$ cat src/rtl/sbm_pkg.sv
package sbm_pkg;
  typedef enum logic [1:0] {ST_IDLE, ST_PRE, ST_ACT, ST_FWD} sbm_state_e;

  typedef struct packed {
    logic ras_n;
    logic cas_n;
    logic we_n;
  } sbm_cmd_t;

  localparam sbm_cmd_t CMD_NOP = '{ras_n: 1'b1, cas_n: 1'b1, we_n: 1'b1};
  localparam sbm_cmd_t CMD_ACT = '{ras_n: 1'b0, cas_n: 1'b1, we_n: 1'b1};
  localparam sbm_cmd_t CMD_PRE = '{ras_n: 1'b0, cas_n: 1'b1, we_n: 1'b0};
endpackage

$ cat src/rtl/sbm_gap_timer.sv
// Minimum-spacing counter: after load at cycle t, ok_o rises at cycle t+max(val,1).
module sbm_gap_timer #(
  parameter int W = 4
) (
  input  logic         clk_i,
  input  logic         rst_ni,
  input  logic         load_i,
  input  logic [W-1:0] val_i,
  output logic         ok_o
);
  logic [W-1:0] cnt_q;

  always_ff @(posedge clk_i or negedge rst_ni) begin
    if (!rst_ni)             cnt_q <= '0;
    else if (load_i)         cnt_q <= val_i;
    else if (cnt_q != '0)    cnt_q <= cnt_q - 1'b1;
  end

  assign ok_o = (cnt_q <= W'(1));
endmodule

$ cat src/rtl/sbm_bank_slot.sv
module sbm_bank_slot #(
  parameter int ROW_W = 12,
  parameter int TM_W  = 4
) (
  input  logic             clk_i,
  input  logic             rst_ni,
  input  logic             act_i,
  input  logic             pre_i,
  input  logic             wr_done_i,
  input  logic             close_all_i,
  input  logic [ROW_W-1:0] row_i,
  input  logic [TM_W-1:0]  tras_i,
  input  logic [TM_W-1:0]  trp_i,
  input  logic [TM_W-1:0]  trcd_i,
  input  logic [TM_W-1:0]  twr_i,
  output logic             open_o,
  output logic [ROW_W-1:0] row_o,
  output logic             pre_ok_o,
  output logic             act_ok_o,
  output logic             fwd_ok_o
);
  logic ras_ok, wr_ok;

  // Active wins over a simultaneous close for its own bank
  always_ff @(posedge clk_i or negedge rst_ni) begin
    if (!rst_ni) begin
      open_o <= 1'b0;
      row_o  <= '0;
    end else if (act_i) begin
      open_o <= 1'b1;
      row_o  <= row_i;
    end else if (pre_i || close_all_i) begin
      open_o <= 1'b0;
    end
  end

  sbm_gap_timer #(.W(TM_W)) u_ras (
    .clk_i, .rst_ni, .load_i(act_i), .val_i(tras_i), .ok_o(ras_ok));
  sbm_gap_timer #(.W(TM_W)) u_rcd (
    .clk_i, .rst_ni, .load_i(act_i), .val_i(trcd_i), .ok_o(fwd_ok_o));
  sbm_gap_timer #(.W(TM_W)) u_rp (
    .clk_i, .rst_ni, .load_i(pre_i || close_all_i), .val_i(trp_i), .ok_o(act_ok_o));
  sbm_gap_timer #(.W(TM_W)) u_wr (
    .clk_i, .rst_ni, .load_i(wr_done_i), .val_i(twr_i), .ok_o(wr_ok));

  assign pre_ok_o = ras_ok && wr_ok;
endmodule

$ cat src/rtl/sbm_sequencer.sv
module sbm_sequencer
  import sbm_pkg::*;
#(
  parameter int BANKS = 4,
  parameter int BA_W  = 2,
  parameter int ROW_W = 12,
  parameter int COL_W = 10,
  parameter int LEN_W = 4
) (
  input  logic                        clk_i,
  input  logic                        rst_ni,
  input  logic                        req_valid_i,
  output logic                        req_ready_o,
  input  logic [BA_W-1:0]             req_bank_i,
  input  logic [ROW_W-1:0]            req_row_i,
  input  logic [COL_W-1:0]            req_col_i,
  input  logic [LEN_W-1:0]            req_len_i,
  input  logic                        req_write_i,
  input  logic                        close_all_i,
  input  logic [BANKS-1:0]            bank_open_i,
  input  logic [BANKS-1:0][ROW_W-1:0] bank_row_i,
  input  logic [BANKS-1:0]            pre_ok_i,
  input  logic [BANKS-1:0]            act_ok_i,
  input  logic [BANKS-1:0]            fwd_ok_i,
  input  logic                        rc_ok_i,
  output logic                        issue_pre_o,
  output logic                        issue_act_o,
  output logic [BA_W-1:0]             sel_bank_o,
  output logic [ROW_W-1:0]            sel_row_o,
  output logic                        xfer_valid_o,
  input  logic                        xfer_ready_i,
  output logic [COL_W-1:0]            xfer_col_o,
  output logic [LEN_W-1:0]            xfer_len_o,
  output logic                        xfer_write_o,
  output logic                        wr_done_o
);
  sbm_state_e state_q, state_d;
  logic       accept, open_now, row_match;

  assign req_ready_o = (state_q == ST_IDLE);
  assign accept      = req_ready_o && req_valid_i;
  assign open_now    = bank_open_i[req_bank_i] && !close_all_i;
  assign row_match   = (bank_row_i[req_bank_i] == req_row_i);

  always_comb begin
    state_d      = state_q;
    issue_pre_o  = 1'b0;
    issue_act_o  = 1'b0;
    xfer_valid_o = 1'b0;
    unique case (state_q)
      ST_IDLE: if (req_valid_i)
                 state_d = !open_now ? ST_ACT : (row_match ? ST_FWD : ST_PRE);
      ST_PRE:  if (pre_ok_i[sel_bank_o]) begin
                 issue_pre_o = 1'b1;
                 state_d     = ST_ACT;
               end
      ST_ACT:  if (act_ok_i[sel_bank_o] && rc_ok_i) begin
                 issue_act_o = 1'b1;
                 state_d     = ST_FWD;
               end
      ST_FWD:  begin
                 xfer_valid_o = fwd_ok_i[sel_bank_o];
                 if (xfer_valid_o && xfer_ready_i) state_d = ST_IDLE;
               end
      default: state_d = ST_IDLE;
    endcase
  end

  always_ff @(posedge clk_i or negedge rst_ni) begin
    if (!rst_ni) begin
      state_q      <= ST_IDLE;
      sel_bank_o   <= '0;
      sel_row_o    <= '0;
      xfer_col_o   <= '0;
      xfer_len_o   <= '0;
      xfer_write_o <= 1'b0;
    end else begin
      state_q <= state_d;
      if (accept) begin
        sel_bank_o   <= req_bank_i;
        sel_row_o    <= req_row_i;
        xfer_col_o   <= req_col_i;
        xfer_len_o   <= req_len_i;
        xfer_write_o <= req_write_i;
      end
    end
  end

  assign wr_done_o = xfer_valid_o && xfer_ready_i && xfer_write_o;
endmodule

$ cat src/rtl/sdr_bank_mgr.sv
module sdr_bank_mgr
  import sbm_pkg::*;
#(
  parameter int  BANKS = 4,
  parameter int  ROW_W = 12,
  parameter int  COL_W = 10,
  parameter int  LEN_W = 4,
  parameter int  TM_W  = 4,
  localparam int BA_W  = $clog2(BANKS)
) (
  input  logic             clk_i,
  input  logic             rst_ni,
  input  logic [TM_W-1:0]  cfg_tras_i,
  input  logic [TM_W-1:0]  cfg_trp_i,
  input  logic [TM_W-1:0]  cfg_trcd_i,
  input  logic [TM_W-1:0]  cfg_trc_i,
  input  logic [TM_W-1:0]  cfg_twr_i,
  input  logic             close_all_i,
  input  logic             req_valid_i,
  output logic             req_ready_o,
  input  logic [BA_W-1:0]  req_bank_i,
  input  logic [ROW_W-1:0] req_row_i,
  input  logic [COL_W-1:0] req_col_i,
  input  logic [LEN_W-1:0] req_len_i,
  input  logic             req_write_i,
  output logic             cmd_valid_o,
  output logic             cmd_ras_n_o,
  output logic             cmd_cas_n_o,
  output logic             cmd_we_n_o,
  output logic [BA_W-1:0]  cmd_bank_o,
  output logic [ROW_W-1:0] cmd_addr_o,
  output logic             xfer_valid_o,
  input  logic             xfer_ready_i,
  output logic [BA_W-1:0]  xfer_bank_o,
  output logic [COL_W-1:0] xfer_col_o,
  output logic [LEN_W-1:0] xfer_len_o,
  output logic             xfer_write_o
);
  logic [BANKS-1:0]            bank_open, pre_ok, act_ok, fwd_ok;
  logic [BANKS-1:0][ROW_W-1:0] bank_row;
  logic                        rc_ok, issue_pre, issue_act, wr_done;
  logic [BA_W-1:0]             sel_bank;
  logic [ROW_W-1:0]            sel_row;
  sbm_cmd_t                    cmd;

  for (genvar b = 0; b < BANKS; b++) begin : g_bank
    logic hit_bank;
    assign hit_bank = (sel_bank == BA_W'(b));
    sbm_bank_slot #(.ROW_W(ROW_W), .TM_W(TM_W)) u_slot (
      .clk_i, .rst_ni,
      .act_i      (issue_act && hit_bank),
      .pre_i      (issue_pre && hit_bank),
      .wr_done_i  (wr_done && hit_bank),
      .close_all_i,
      .row_i      (sel_row),
      .tras_i     (cfg_tras_i),
      .trp_i      (cfg_trp_i),
      .trcd_i     (cfg_trcd_i),
      .twr_i      (cfg_twr_i),
      .open_o     (bank_open[b]),
      .row_o      (bank_row[b]),
      .pre_ok_o   (pre_ok[b]),
      .act_ok_o   (act_ok[b]),
      .fwd_ok_o   (fwd_ok[b])
    );
  end

  // Active spacing is shared by all banks
  sbm_gap_timer #(.W(TM_W)) u_rc (
    .clk_i, .rst_ni, .load_i(issue_act), .val_i(cfg_trc_i), .ok_o(rc_ok));

  sbm_sequencer #(
    .BANKS(BANKS), .BA_W(BA_W), .ROW_W(ROW_W), .COL_W(COL_W), .LEN_W(LEN_W)
  ) u_seq (
    .clk_i, .rst_ni,
    .req_valid_i, .req_ready_o, .req_bank_i, .req_row_i, .req_col_i,
    .req_len_i, .req_write_i, .close_all_i,
    .bank_open_i (bank_open),
    .bank_row_i  (bank_row),
    .pre_ok_i    (pre_ok),
    .act_ok_i    (act_ok),
    .fwd_ok_i    (fwd_ok),
    .rc_ok_i     (rc_ok),
    .issue_pre_o (issue_pre),
    .issue_act_o (issue_act),
    .sel_bank_o  (sel_bank),
    .sel_row_o   (sel_row),
    .xfer_valid_o, .xfer_ready_i, .xfer_col_o, .xfer_len_o, .xfer_write_o,
    .wr_done_o   (wr_done)
  );

  always_comb begin
    if (issue_act)      cmd = CMD_ACT;
    else if (issue_pre) cmd = CMD_PRE;
    else                cmd = CMD_NOP;
  end

  assign cmd_valid_o = issue_act || issue_pre;
  assign cmd_ras_n_o = cmd.ras_n;
  assign cmd_cas_n_o = cmd.cas_n;
  assign cmd_we_n_o  = cmd.we_n;
  assign cmd_bank_o  = sel_bank;
  assign cmd_addr_o  = issue_act ? sel_row : '0;
  assign xfer_bank_o = sel_bank;
endmodule

$ cat config.mk
export PLATFORM = sky130hd
export DESIGN_NAME = sdr_bank_mgr
export DESIGN_NICKNAME = d
export VERILOG_FILES = /design/src/rtl/sbm_pkg.sv /design/src/rtl/sbm_gap_timer.sv /design/src/rtl/sbm_bank_slot.sv /design/src/rtl/sbm_sequencer.sv /design/src/rtl/sdr_bank_mgr.sv
export SDC_FILE = /design/constraint.sdc
export NUM_CORES = 1
export LEC_CHECK = 0
export BUFFER_PORTS_ARGS = -buffer_cell sky130_fd_sc_hd__buf_2
export CORE_MARGIN = 3
export CORE_UTILIZATION = 64
export DETAILED_ROUTE_END_ITERATION = 16
export GPL_TIMING_DRIVEN = 1
export PLACE_DENSITY = 0.86
export SETUP_SLACK_MARGIN = 0.15
export SYNTH_ARGS = -nofsm -noshare
export SYNTH_HDL_FRONTEND = slang
export SYNTH_HIERARCHICAL = 1
export SYNTH_SLANG_ARGS = --single-unit
export TNS_END_PERCENT = 5
$ cat constraint.sdc
create_clock -name clk_i -period 6.8 [get_ports clk_i]
set_input_delay 1.36 -clock clk_i [delete_from_list [all_inputs] [get_ports clk_i]]
set_output_delay 1.36 -clock clk_i [all_outputs]
set_load 0.05 [all_outputs]
Word level (Yosys, flattened, before mapping)
Cells that the tools add are included.
{"block": "totals", "inputBits": 54, "ff_bits": 151, "rom_bits": 0, "ramBits": 0, "latchBits": 0, "out_inout_bits": 37, "n_memories": 0}
{"block": "classes", "n_lt_le_gt_ge": 19, "n_mul": 0, "bitwise_logic": 0, "shift": 0, "div": 0, "reduce_logical": 69, "eq_ne": 11, "mux": 67, "add_sub_neg": 17}
{"operator": "$mux 4", "count": 34}
{"operator": "$le 4x1->1 const B", "count": 17}
{"operator": "$reduce_bool 4->1", "count": 17}
{"operator": "$sub 4x1->4 const B", "count": 17}
{"operator": "$reduce_bool 2->1", "count": 21}
{"operator": "$bmux 12 s2", "count": 1}
{"operator": "$mux 12", "count": 2}
{"operator": "$logic_and 1x1->1", "count": 22}
{"operator": "$mux 1", "count": 17}
{"operator": "$eq 12x12->1", "count": 1}
{"operator": "$mux 2", "count": 6}
{"operator": "$bmux 1 s2", "count": 4}
{"operator": "$eq 2x2->1 const B", "count": 4}
{"operator": "$pmux 2 s4", "count": 1}
{"operator": "$lt 2x3->1 const B", "count": 2}
{"operator": "$mux 3", "count": 2}
{"operator": "$ne 2x1->1 const B", "count": 3}
{"operator": "$logic_or 1x1->1", "count": 5}
{"operator": "$eq 2x1->1 const B", "count": 2}
{"operator": "$logic_not 2->1", "count": 2}
{"operator": "$reduce_and 4->1", "count": 1}
{"operator": "$ne 2x2->1 const B", "count": 1}
{"operator": "$logic_not 1->1", "count": 1}

Longest topological paths before layout
Gate-level depths: netlist of run 1.
{"block": "depth", "depth_word": 10, "ltp_mapped": 13, "depth_no_buf": 12}

Hierarchy
Netlist of run 1, hierarchy kept.
{"module": "sbm_gap_timer", "n_inst": 17, "area_each_um2": 254.0, "cells_per_inst": 25}
{"module": "sbm_bank_slot", "n_inst": 4, "area_each_um2": 528.0, "cells_per_inst": 30}
{"module": "sbm_sequencer", "n_inst": 1, "area_each_um2": 1836.8, "cells_per_inst": 123}
{"module": "sdr_bank_mgr", "n_inst": 1, "area_each_um2": 232.7, "cells_per_inst": 34}

Worst setup path before layout of run 1
No wires, ideal clock.
{"block": "synth_path", "path_kind": "register to output", "startpoint": "register u_seq.sel_bank_o[0]", "endpoint": "output cmd_ras_n_o", "n_path_buf": 1, "arrival_ns": 2.407, "stages_incl_launch_ff": 5, "path_slack_ns": 3.033, "required_ns": 5.440, "path_cell_list": "dfrtp_1 -> mux4_2 -> and3_1 -> buf_6 -> nor2_1"}
{"block": "synth_between", "elab_chain_len": 6, "word_cells_on_any_way": 11, "cone_classes": "mux (10); reduce/logical (1)"}
{"item": "start, declared", "line_no": "sbm_sequencer.sv:28", "text": "output logic [BA_W-1:0] sel_bank_o,"}
{"item": "start signal, assigned", "line_no": "sbm_sequencer.sv:80", "text": "sel_bank_o <= req_bank_i;"}
{"item": "$bmux 1 s2", "line_no": "sbm_sequencer.sv:57", "text": "ST_ACT: if (act_ok_i[sel_bank_o] && rc_ok_i) begin"}
{"item": "$mux 1 (implied by the code)", "line_no": "sbm_sequencer.sv:57"}
{"item": "$logic_and 1x1->1", "line_no": "sbm_sequencer.sv:57"}
{"item": "$mux 1", "line_no": "sbm_sequencer.sv:57"}
{"item": "$mux 1", "line_no": "sbm_sequencer.sv:50", "text": "unique case (state_q)"}
{"item": "net issue_act", "line_no": "sdr_bank_mgr.sv:41", "text": "logic rc_ok, issue_pre, issue_act, wr_done;"}
{"item": "$mux 3", "line_no": "sdr_bank_mgr.sv:93", "text": "if (issue_act) cmd = CMD_ACT;"}
{"item": "end, declared", "line_no": "sdr_bank_mgr.sv:27", "text": "output logic cmd_ras_n_o,"}
The timed path passes the listed nets, and every way through them passes these cells. The select of a mux whose other input is x is not followed.

Worst setup path in the final report of run 1
{"block": "layout_path", "startpoint": "register g_bank[2].u_slot.u_rp.cnt_q[0]", "endpoint": "output cmd_addr_o[10]"}
{"block": "layout_between", "elab_chain_len": 7}
{"item": "start, declared", "line_no": "sbm_gap_timer.sv:11", "text": "logic [W-1:0] cnt_q;"}
{"item": "start signal, assigned", "line_no": "sbm_gap_timer.sv:15", "text": "else if (load_i) cnt_q <= val_i;"}
{"item": "start signal, assigned", "line_no": "sbm_gap_timer.sv:16", "text": "else if (cnt_q != '0) cnt_q <= cnt_q - 1'b1;"}
{"item": "$le 4x1->1", "line_no": "sbm_gap_timer.sv:19", "text": "assign ok_o = (cnt_q <= W'(1));"}
{"item": "net act_ok[2]", "line_no": "sdr_bank_mgr.sv:39", "text": "logic [BANKS-1:0] bank_open, pre_ok, act_ok, fwd_ok;"}
{"item": "$bmux 1 s2", "line_no": "sbm_sequencer.sv:57"}
{"item": "$mux 1 (implied by the code)", "line_no": "sbm_sequencer.sv:57"}
{"item": "$logic_and 1x1->1", "line_no": "sbm_sequencer.sv:57"}
{"item": "$mux 1", "line_no": "sbm_sequencer.sv:57"}
{"item": "$mux 1", "line_no": "sbm_sequencer.sv:50"}
{"item": "net issue_act", "line_no": "sdr_bank_mgr.sv:41"}
{"item": "$mux 12", "line_no": "sdr_bank_mgr.sv:103", "text": "assign cmd_addr_o = issue_act ? sel_row : '0;"}
{"item": "end, declared", "line_no": "sdr_bank_mgr.sv:31", "text": "output logic [ROW_W-1:0] cmd_addr_o,"}
The timed path passes the listed nets, and every way through them passes these cells. The select of a mux whose other input is x is not followed.

==> results of run 1 <==
## layer usage
layer | wire [um] | vias to the layer above
met5 | 0 | -
met4 | 374 | 0
met3 | 945 | 39
met2 | 9760 | 187
met1 | 7460 | 2942
li1 | - | 2645
## cell type report
class | instances | share of cell area (%)
clock buffers | 21 | 4.87
flip-flops and latches | 151 | 39.1
inverters | 42 | 1.63
repair buffers | 95 | 5.14
well taps | 172 | 2.23
clock inverters | 11 | 1.76
multi-input cells | 476 | 45.2
## metrics by stage
step,power (mW),instances,area [sq um]
after floorplan,3.11,702,8500
after global placement,3.38,936,9020
after detailed placement,3.56,936,9020
after CTS,4.62,968,9660
after global routing,4.87,968,9660
final,4.61,968,9660
## sequential cells by signal, indices dropped and copies added (netlist names)
| name | count |
|---|---|
| u_seq/sel_row_o | 12 |
| g_bank.u_slot/u_wr/cnt_q | 16 |
| u_seq/sel_bank_o | 2 |
| u_seq/state_q | 2 |
| g_bank.u_slot/open_o | 4 |
| g_bank.u_slot/u_rcd/cnt_q | 16 |
| g_bank.u_slot/row_o | 48 |
| g_bank.u_slot/u_ras/cnt_q | 16 |
| u_seq/xfer_write_o | 1 |
| g_bank.u_slot/u_rp/cnt_q | 16 |
| u_seq/xfer_col_o | 10 |
| u_rc/cnt_q | 4 |
| u_seq/xfer_len_o | 4 |
## synthesized netlist by cell type (all sizes together) (18+ instances only)
cell type,count
ha,38
inv,42
nor3,51
dfrtp,151
nor3b,37
mux2i,18
nor2,23
o21ai,35
and2,18
nand2,55
clkbuf,19
mux2,111
## how the worst min path moves through the flow
stage                                                endpoint  cells after the start  slack [ns]                                 from
after global placement    g_bank[0].u_slot/open_o$_DFFE_PN0P_                      1        0.46  g_bank[0].u_slot/open_o$_DFFE_PN0P_
after CTS                 g_bank[2].u_slot/open_o$_DFFE_PN0P_                      1        0.50  g_bank[2].u_slot/open_o$_DFFE_PN0P_
after detailed placement  g_bank[3].u_slot/open_o$_DFFE_PN0P_                      1        0.47  g_bank[3].u_slot/open_o$_DFFE_PN0P_
after global routing      g_bank[2].u_slot/open_o$_DFFE_PN0P_                      1        0.51  g_bank[2].u_slot/open_o$_DFFE_PN0P_
after floorplan           g_bank[0].u_slot/open_o$_DFFE_PN0P_                      1        0.45  g_bank[0].u_slot/open_o$_DFFE_PN0P_
final                     g_bank[2].u_slot/open_o$_DFFE_PN0P_                      1        0.50  g_bank[2].u_slot/open_o$_DFFE_PN0P_
## logic make-up (layout without fill, tap and decap cells)
| logic type | Yosys count | in the layout | synth area share (%) |
|---|---|---|---|
| and+or+nand+nor | 201 | 201 | 14.8 |
| DFF | 151 | 151 | 44.5 |
| xor gates and xnor gates | 29 | 29 | 2.99 |
| buffers and inverters | 75 | 169 | 4.21 |
| other | 1 | 1 | 0.0441 |
| muxes | 144 | 144 | 22.8 |
| AOI/OAI and AO/OA | 63 | 63 | 5.09 |
| adders and majority gates | 38 | 38 | 5.59 |
## placed cells by master (no fill, tap or decap), drive strengths merged, types with 4 or more instances in the layout
cell      n
nor3     51
mux2i    18
and3b     6
nor2     23
xnor2    17
o21ai    35
mux4     15
bufinv    4
buf      95
ha       38
dfrtp   151
and3      5
and2     18
nand2    55
nor3b    37
xor2     12
clkbuf   21
inv      43
a221o    17
mux2    111
a21o      4
## where the power goes
group / switching, mW / leakage, nW / internal (mW)
registers: 0.388 / 1.91 / 1.29
clock network: 0.373 / 0.306 / 0.644
logic: 0.984 / 2.32 / 0.932
==> results.py, run 1 <==
metrics = {
    "critical_path": {
        "worstSetupEndpointType": "primary output",
        "cp.buffers_inverters": 2,
        "reg2reg_from": "g_bank[2].u_slot/u_rp/cnt_q[0]$_DFFE_PN0P_",
        "required_ns": 5.44,
        "worst-path-stages": 8,
        "crit_chain": "inv_1 > ha_1 > nor2_1 > nor3_1 > mux4_2 > and3_1 > and2_1 > buf_2",
        "cp_max_fo": 27,
        "slowest_stage": "and3_1",
        "ff2ff_setup_slack_ns": 3.19,
        "critPathTopFamily": "simple AND/OR/NAND/NOR gates",
        "critPathCapture": "cmd_addr_o[10]",
        "cp_data_arrival_time_ns": 2.94,
        "cpPeakStageDelay_ns": 0.76,
        "startpoint_type": "register",
        "timing.rr.end": "g_bank[2].u_slot/row_o[9]$_DFFE_PN0P_",
        "crit_type": "register to primary output",
        "cp-startpoint": "g_bank[2].u_slot/u_rp/cnt_q[0]$_DFFE_PN0P_",
        "rr_worst_depth": 9,
    },
    "placement": {
        "post-dp-hpwl_um": 12400,
        "gp_routability_congestion": 0.814,
        "port_buffers": 89,
        "place_ws_ns": 2.98,
    },
    "synth": {
        "syn_avg_cell_area_sq_um": 12.1,
        "synth_area_leaders": "dfrtp_1 44%, mux2_2 9.9%, mux2_4 6.4%, ha_1 5.6%, nor3b_4 3.8%",
        "netlist-cell-type-count": 38,
        "yosysWarningCount": 6,
        "synth.top_cell.area_share_pct": 44.5,
        "synth_seq_area_share_pct": 44.5,
        "ys.flop_type": "dfrtp_1",
        "synth_top_cell_by_area": "dfrtp_1",
        "synthCells": 702,
        "synth_area_sq_um": 8500,
        "async_reset_ff_share_pct": 100,
        "synth_edf_count": 0,
        "synth_seq_cells": 151,
        "syn_nets": 794,
    },
    "grt": {
        "grt_use_met1_pct": 32.0,
        "grt_pass1_wl_um": 30100,
        "grt_max_degree": 110,
        "met2_usage_pct": 45.4,
        "grt_use_total_pct": 26.2,
        "use_met3_pct": 5.97,
        "first_global_vias": 6271,
        "antenna_found_initial": 0,
        "grt.busiest_layer": "met2",
        "overflow": 0,
    },
    "timing": {
        "final-max-slew-violation-count": 0,
        "finalSetupViolCount": 0,
        "hold_violations": 0,
        "post-route-period-util_pct": 63.2,
        "rsz0062_at_grt": "false",
        "relSlewSlack_pct": 33.1,
        "worst_slack_ns": 2.50,
        "skew_ns": 0.00727,
        "worst_pin_slew_ns": 1.00,
        "layout_min_cycle_time_ns": 4.30,
        "fin_hold_ws_ns": 0.497,
        "setup_tns_ns": 0,
        "fmax_mhz": 233,
    },
    "power": {
        "power_density_nw_per_um2": 477,
        "total_leakage_power_nw": 4.53,
        "ir_worst_vdd_mv": 0.240,
    },
    "job": {
        "cap_viol_max_count": 0,
    },
    "routing": {
        "wl_per_cell_um": 19.2,
        "drcViolationCount": 0,
        "via_per_inst": 6.01,
        "dr.pass1.iters": 5,
        "dr.first_iter.drc_count": 341,
        "routed_wl_um": 18500,
        "ant_nets": 0,
        "routed-via-count": 5813,
    },
    "clocking": {
        "cts_tree": "done",
        "cts.sink_count": 151,
        "cts_buffers": 17,
        "cts.clk_slew.worst_paths_ns": 0.06,
        "postCtsHoldBufs": 0,
        "cts.repair.resized": 0,
        "htreeDepth": 4,
        "clk_latency_ns": 0.43,
        "cts_setup_buffers": 0,
        "cts-root-buf": "clkbuf_16",
        "clock_path_buffers": 2,
    },
    "final_layout": {
        "fin_nets": 875,
        "drive_gt1_share_pct": 33.7,
        "multi_input_area_sq_um": 4370,
        "diodes": 0,
        "fill_cells": 779,
        "ff_latch_area_sq_um": 3780,
        "area_growth_syn_to_layout_pct": 13.6,
        "utilization_pct": 75.3,
    },
    "floorplanning": {
        "initial_core_util_pct": 66.3,
        "fp.dieArea_sq_um": 14700,
        "fp.coreArea_sq_um": 12800,
        "io_pins": 91,
        "die_y_um": 121,
        "rows": 41,
        "die_w_um": 121,
    },
    "hold_path": {
        "hp-class": "register to register",
    },
    "run_status": {
        "outcome": "finished, final reports clean",
    },
}
(Power assumes the default switching activity.)
==> inputs of run 2 (changes only) <==
--- a/config.mk
+++ b/config.mk
@@ -7,10 +7,10 @@
 export LEC_CHECK = 0
 export BUFFER_PORTS_ARGS = -buffer_cell sky130_fd_sc_hd__buf_2
 export CORE_MARGIN = 3
-export CORE_UTILIZATION = 64
+export CORE_UTILIZATION = 54
 export DETAILED_ROUTE_END_ITERATION = 16
 export GPL_TIMING_DRIVEN = 1
-export PLACE_DENSITY = 0.86
+export PLACE_DENSITY = 0.77
 export SETUP_SLACK_MARGIN = 0.15
 export SYNTH_ARGS = -nofsm -noshare
 export SYNTH_HDL_FRONTEND = slang
==> constraint.sdc (replaced) <==
create_clock -name clk_i -period 3.45 [get_ports clk_i]
set_input_delay 0.69 -clock clk_i [delete_from_list [all_inputs] [get_ports clk_i]]
set_output_delay 0.69 -clock clk_i [all_outputs]
set_load 0.05 [all_outputs]
==> run 2 against run 1 <==
Effect of this change:
- worst setup slack worse by 2.3 ns
- critical path depth is 1 higher
- sequential cell count stayed put
- die area is 18% higher
- clock power is 100% higher
- core utilization is 10 points lower
- non-clock buffer count is 14 higher
- global-route usage is 4.4 points lower
- clock-buffer cell count is 4 lower
- sequential share of layout area is 1.2 points lower
- largest power group unchanged
==> results.py, run 2 (synthesis results as in run 1) <==
metrics = {
    "power": {
        "switchingPower_mw": 3.45,
        "total_leakage_power_nw": 4.60,
        "internal-power_mw": 5.77,
        "power.share.sequential_pct": 35.1,
        "clkPwrFrac_pct": 22.2,
        "ir_worst_vdd_mv": 0.458,
        "combPwrFrac_pct": 42.7,
        "power_density_nw_per_um2": 926,
        "swShare_pct": 37.4,
    },
    "routing": {
        "routed-via-count": 5754,
        "dr.pass1.iters": 4,
        "drcViolationCount": 0,
        "ant_nets": 0,
        "wl_per_cell_um": 17.9,
        "routed_wl_um": 18300,
        "dr.first_iter.drc_count": 322,
        "via_per_inst": 5.63,
    },
    "clocking": {
        "cts-root-buf": "clkbuf_16",
        "cts.sink_count": 151,
        "cts_tree": "done",
        "cts.clk_slew.worst_paths_ns": 0.07,
        "clk_latency_ns": 0.43,
        "postCtsHoldBufs": 0,
        "cts_buffers": 17,
        "htreeDepth": 4,
        "clock_path_buffers": 2,
    },
    "placement": {
        "post-dp-hpwl_um": 12500,
        "place_ws_ns": 0.264,
        "dp_cells": 984,
        "port_buffers": 89,
        "place_area_sq_um": 9160,
        "gp_routability_congestion": 0.838,
    },
    "floorplanning": {
        "io_pins": 91,
        "fp.coreArea_sq_um": 15300,
        "fp.dieArea_sq_um": 17300,
        "rows": 45,
        "die_y_um": 131,
        "die_w_um": 131,
        "initial_core_util_pct": 55.5,
    },
    "final_layout": {
        "diodes": 0,
        "largest_reg_flops": 48,
        "largest_register": "g_bank.u_slot/row_o",
        "area_growth_syn_to_layout_pct": 17.1,
        "drive_gt1_share_pct": 37.6,
        "fin_nets": 890,
        "fill_cells": 1126,
        "design_area_sq_um": 9950,
        "final_cell_mix": "151 x dfrtp_1, 82 x buf_2, 75 x mux2_2, 55 x nand2_1, 49 x nor3_1",
        "fin_cells": 1022,
        "final_common_cell": "dfrtp_1",
    },
    "timing": {
        "setup_tns_ns": 0,
        "finalSetupViolCount": 0,
        "post-route-period-util_pct": 93.4,
        "final-max-slew-violation-count": 0,
        "worst_slack_ns": 0.227,
        "skew_ns": 0.0105,
        "relSlewSlack_pct": 52.6,
        "rsz0062_at_grt": "true",
        "worst_pin_slew_ns": 0.711,
        "hold_violations": 0,
        "fmax_mhz": 310,
        "fin_hold_ws_ns": 0.291,
        "layout_min_cycle_time_ns": 3.22,
    },
    "critical_path": {
        "cp_max_fo": 7,
        "worstSetupEndpointType": "primary output",
        "crit_type": "register to primary output",
        "required_ns": 2.76,
        "startpoint_type": "register",
        "cp_data_arrival_time_ns": 2.53,
    },
    "run_status": {
        "outcome": "finished, final reports clean",
    },
    "job": {
        "cap_viol_max_count": 0,
    },
    "grt": {
        "first_global_vias": 6150,
        "antenna_found_initial": 0,
        "grt_use_total_pct": 21.8,
        "grt_max_degree": 74,
        "grt_pass1_wl_um": 30400,
        "overflow": 0,
    },
    "hold_path": {
        "hp-class": "input port to async pin",
    },
}
## run 2: power groups by stage
stage,Sequential [mW],Clock (mW),Combinational (mW)
2_1_floorplan,3.45,0,2.69
3_3_place_gp,3.16,0,3.56
3_5_place_dp,3.24,0,3.77
4_1_cts,3.23,2.07,3.86
5_1_grt,3.35,2.16,4.29
6_report,3.24,2.05,3.93
## run 2: final timing paths
kind	startpoint	slack [ns]	endpoint	cells after the start
worst min-delay path	rst_ni	0.29	u_seq/xfer_col_o[1]$_DFFE_PN0P_	1
worst min register to register	g_bank[1].u_slot/open_o$_DFFE_PN0P_	0.49	g_bank[1].u_slot/open_o$_DFFE_PN0P_	1
min in group clk_i	req_col_i[7]	0.49	u_seq/xfer_col_o[7]$_DFFE_PN0P_	2
max in group asynchronous	rst_ni	2.35	u_seq/state_q[1]$_DFFE_PN0P_	2
worst max-delay path	g_bank[2].u_slot/u_wr/cnt_q[0]$_DFFE_PN0P_	0.23	cmd_valid_o	9
worst max register to register	g_bank[2].u_slot/u_wr/cnt_q[0]$_DFFE_PN0P_	0.76	g_bank[3].u_slot/u_rp/cnt_q[3]$_DFFE_PN0P_	12
## run 2: cell type report
cell class | count | area (sq um) | area share (%)
multi-input cells | 477 | 4450 | 44.7
flip-flops and latches | 151 | 3780 | 38.0
repair buffers | 109 | 649 | 6.53
clock buffers | 17 | 425 | 4.27
well taps | 211 | 264 | 2.65
clock inverters | 15 | 225 | 2.26
inverters | 42 | 158 | 1.58
## run 2: per-layer routing
layer / up-vias / global-route usage (%) / routed length (um)
met4: 0 / 8.11 / 439
li1: 2678 / - / -
met3: 37 / 5.09 / 801
met5: - / 0 / 0
met1: 2913 / 27.5 / 7750
met2: 126 / 36.5 / 9280
## run 2: worst max-delay path: stages (launching register included)
cell and delay, ns:
dfrtp_1 0.37, inv_1 0.08, ha_2 0.22, nor2_2 0.09, nor3_1 0.06, and2_1 0.16
mux4_2 0.50, and2_4 0.19, or2_2 0.28, buf_6 0.16
## run 2: stage by stage
step	utilization [%]	total power [mW]
4_1_cts	64.4	9.16
3_3_place_gp	59.8	6.72
5_1_grt	65.0	9.80
6_report	65.0	9.21
3_5_place_dp	59.8	7.01
2_1_floorplan	-	6.13
## run 2: what timing repair did
item                       CTS  global route
setup buffers                2             3
setup endpoints to repair   15             7
pin swaps                    0             1
gates resized for setup     14            20
gates cloned                 1             0
==> inputs of run 3 (changes only) <==
--- a/config.mk
+++ b/config.mk
@@ -10,10 +10,8 @@
 export CORE_UTILIZATION = 54
 export DETAILED_ROUTE_END_ITERATION = 16
 export GPL_TIMING_DRIVEN = 1
-export PLACE_DENSITY = 0.77
+export PLACE_DENSITY = 0.74
 export SETUP_SLACK_MARGIN = 0.15
 export SYNTH_ARGS = -nofsm -noshare
 export SYNTH_HDL_FRONTEND = slang
-export SYNTH_HIERARCHICAL = 1
 export SYNTH_SLANG_ARGS = --single-unit
-export TNS_END_PERCENT = 5
==> run 3 against run 2 <==
Effect of this change:
- critical path depth fell by 2
- register-to-register slack improved by 0.06 ns
- routed wire length rose by 0.47%
- largest cell class unchanged
- highest routed layer unchanged
- total power down 3.1%
- hold slack got worse by 0.0092 ns
- synthesized cell count grew 3.7%
- worst setup slack got worse by 0.0019 ns
- design area down 3.4%
==> results.py, run 3 <==
metrics = {
    "run_status": {
        "outcome": "finished, final reports clean",
    },
    "final_layout": {
        "fin_cells": 1022,
        "design_area_sq_um": 9620,
        "drive_gt1_share_pct": 28.6,
        "final_common_cell": "dfrtp_1",
        "largest_register": "g_bank.u_slot.row_o",
        "utilization_pct": 65.2,
        "final_cell_mix": "151 x dfrtp_1, 77 x mux2_2, 75 x buf_2, 61 x nor2_1, 51 x ha_1",
        "fin_nets": 931,
        "diodes": 0,
        "largest_reg_flops": 48,
        "area_growth_syn_to_layout_pct": 16.5,
    },
    "placement": {
        "port_buffers": 89,
        "post-dp-hpwl_um": 13100,
        "dp_cells": 988,
        "place_area_sq_um": 8900,
        "place_ws_ns": 0.536,
        "gp_routability_congestion": 0.853,
    },
    "job": {
        "cap_viol_max_count": 0,
    },
    "critical_path": {
        "rr_worst_depth": 8,
        "worst-path-stages": 7,
        "cp_max_fo": 4,
        "timing.rr.end": "g_bank[2].u_slot.row_o[10]$_DFFE_PN0P_",
        "worstSetupEndpointType": "primary output",
        "cp.buffers_inverters": 1,
        "reg2reg_from": "g_bank[2].u_slot.u_rp.cnt_q[0]$_DFFE_PN0P_",
        "crit_chain": "or4_1 > nor3_2 > a211oi_2 > nand2b_1 > nor2_1 > or2_2 > clkbuf_4",
        "ff2ff_setup_slack_ns": 0.82,
        "startpoint_type": "register",
        "cpPeakStageDelay_ns": 0.53,
        "required_ns": 2.76,
        "slowest_stage": "or4_1",
        "critPathTopFamily": "simple AND/OR/NAND/NOR gates",
        "critPathCapture": "cmd_valid_o",
        "cp-startpoint": "g_bank[0].u_slot.u_ras.cnt_q[2]$_DFFE_PN0P_",
        "cp_data_arrival_time_ns": 2.53,
        "crit_type": "register to primary output",
    },
    "timing": {
        "worst_pin_slew_ns": 0.812,
        "skew_ns": 0.0105,
        "post-route-period-util_pct": 93.5,
        "hold_violations": 0,
        "relSlewSlack_pct": 45.2,
        "final-max-slew-violation-count": 0,
        "layout_min_cycle_time_ns": 3.22,
        "rsz0062_at_grt": "false",
        "setup_tns_ns": 0,
        "finalSetupViolCount": 0,
        "fin_hold_ws_ns": 0.282,
        "fmax_mhz": 310,
        "worst_slack_ns": 0.225,
    },
    "routing": {
        "via_per_inst": 5.68,
        "ant_nets": 0,
        "routed-via-count": 5808,
        "drcViolationCount": 0,
        "dr.first_iter.drc_count": 360,
        "wl_per_cell_um": 18.0,
        "routed_wl_um": 18400,
        "dr.pass1.iters": 5,
    },
    "grt": {
        "antenna_found_initial": 0,
        "met2_usage_pct": 38.4,
        "grt_use_met1_pct": 29.2,
        "grt.busiest_layer": "met2",
        "first_global_vias": 5961,
        "grt_max_degree": 80,
        "grt_use_total_pct": 22.8,
        "grt_pass1_wl_um": 29900,
        "use_met3_pct": 4.53,
        "overflow": 0,
    },
    "clocking": {
        "postCtsHoldBufs": 0,
        "cts_tree": "done",
        "clk_latency_ns": 0.43,
        "clock_path_buffers": 2,
        "cts.sink_count": 151,
        "cts.clk_slew.worst_paths_ns": 0.06,
        "htreeDepth": 4,
        "cts-root-buf": "clkbuf_16",
        "cts_buffers": 17,
    },
    "synth": {
        "syn_nets": 834,
        "synth_top_cell_by_area": "dfrtp_1",
        "ys.flop_type": "dfrtp_1",
        "yosysMostFrequentCell": "dfrtp_1",
        "synth.top_cell.area_share_pct": 45.8,
        "synth_seq_area_share_pct": 45.8,
        "async_reset_ff_share_pct": 100,
        "syn_avg_cell_area_sq_um": 11.3,
        "synth_area_sq_um": 8260,
        "synth_area_leaders": "dfrtp_1 46%, mux2_2 11%, ha_1 7.9%, mux2_1 4.2%, xnor2_1 3.9%",
        "synth_commonest_cells": "151 x dfrtp_1, 77 x mux2_2, 62 x nor2_1, 52 x ha_1",
        "netlist-cell-type-count": 57,
        "synth_seq_cells": 151,
        "synth_edf_count": 0,
        "synthCells": 728,
        "yosysWarningCount": 0,
    },
    "power": {
        "combPwrFrac_pct": 43.2,
        "power_density_nw_per_um2": 928,
        "power.share.sequential_pct": 35.4,
        "total_leakage_power_nw": 4.54,
        "power_mw": 8.93,
        "switchingPower_mw": 3.53,
        "internal-power_mw": 5.40,
        "clkPwrFrac_pct": 21.4,
        "swShare_pct": 39.6,
        "ir_worst_vdd_mv": 0.812,
    },
    "hold_path": {
        "hp-class": "input port to async pin",
    },
    "floorplanning": {
        "initial_core_util_pct": 56.0,
        "die_w_um": 130,
        "fp.dieArea_sq_um": 16800,
        "io_pins": 91,
        "fp.coreArea_sq_um": 14800,
        "die_y_um": 130,
        "rows": 44,
    },
}
run 3: cell count changes after synthesis, sizes merged, moves of 17 or more:
| cell | delta |
|---|---|
| nor2 | +40 |
| xnor2 | +20 |
| nor3 | -29 |
| or3 | +17 |
| nor3b | -28 |
| a21oi | +41 |
| nand2 | -23 |
run 3: per-layer routing:
layer  vias to the layer above  routed length [um]  share of wire (%)
li1                       2753                   -                  -
met1                      2890                7930                 43
met2                       133                9290                 51
met3                        32                 685                3.7
met4                         0                 454                2.5
met5                         -                   0                  0
run 3: logic make-up after synthesis:
kind of cell	synth area share, %
XOR/XNOR	4.14
AND/OR/NAND/NOR	12.9
multiplexers	18.5
other	0.0454
AO/OA/AOI/OAI	7.26
flip-flops	45.8
buffers and inverters	3.53
adder cells (fa/ha/maj)	7.88
run 3: final cells by class:
| cell class | instances | area (sq um) |
|---|---|---|
| Tap cell | 184 | 230 |
| Fill cell | 1149 | 5140 |
| Inverter | 43 | 164 |
| Sequential cell | 151 | 3780 |
| Timing Repair Buffer | 101 | 622 |
| Clock buffer | 19 | 433 |
| Clock inverter | 13 | 170 |
| Multi-Input combinational cell | 511 | 4220 |
run 3: power groups by stage:
stage               Clock (mW)  Sequential (mW)  Combinational, mW
finish                    1.91             3.16               3.86
global route              2.01             3.26               4.26
CTS                       1.94             3.15               3.85
detailed placement           0             3.17               3.78
global placement             0             3.10               3.61
floorplan                    0             3.35               2.68
run 3: timing repair:
| action | 4_1_cts | 5_1_grt |
|---|---|---|
| pin swaps | 0 | 1 |
| endpoints found under the setup margin | 13 | 14 |
| setup buffers | 0 | 2 |
| gates resized for setup | 17 | 15 |
| cloned | 0 | 0 |
| hold endpoints to repair | 0 | 0 |
run 3: worst min path at each step:
| stage | from | end | slack [ns] |
|---|---|---|---|
| after CTS | rst_ni | g_bank[3].u_slot.u_wr.cnt_q[1]$_DFFE_PN0P_ | 0.32 |
| after detailed placement | g_bank[1].u_slot.open_o$_DFFE_PN0P_ | g_bank[1].u_slot.open_o$_DFFE_PN0P_ | 0.46 |
| after global placement | g_bank[2].u_slot.open_o$_DFFE_PN0P_ | g_bank[2].u_slot.open_o$_DFFE_PN0P_ | 0.46 |
| after floorplan | rst_ni | g_bank[0].u_slot.open_o$_DFFE_PN0P_ | 0.39 |
| final | rst_ni | g_bank[3].u_slot.u_wr.cnt_q[1]$_DFFE_PN0P_ | 0.28 |
| after global routing | rst_ni | g_bank[1].u_slot.u_ras.cnt_q[3]$_DFFE_PN0P_ | 0.35 |
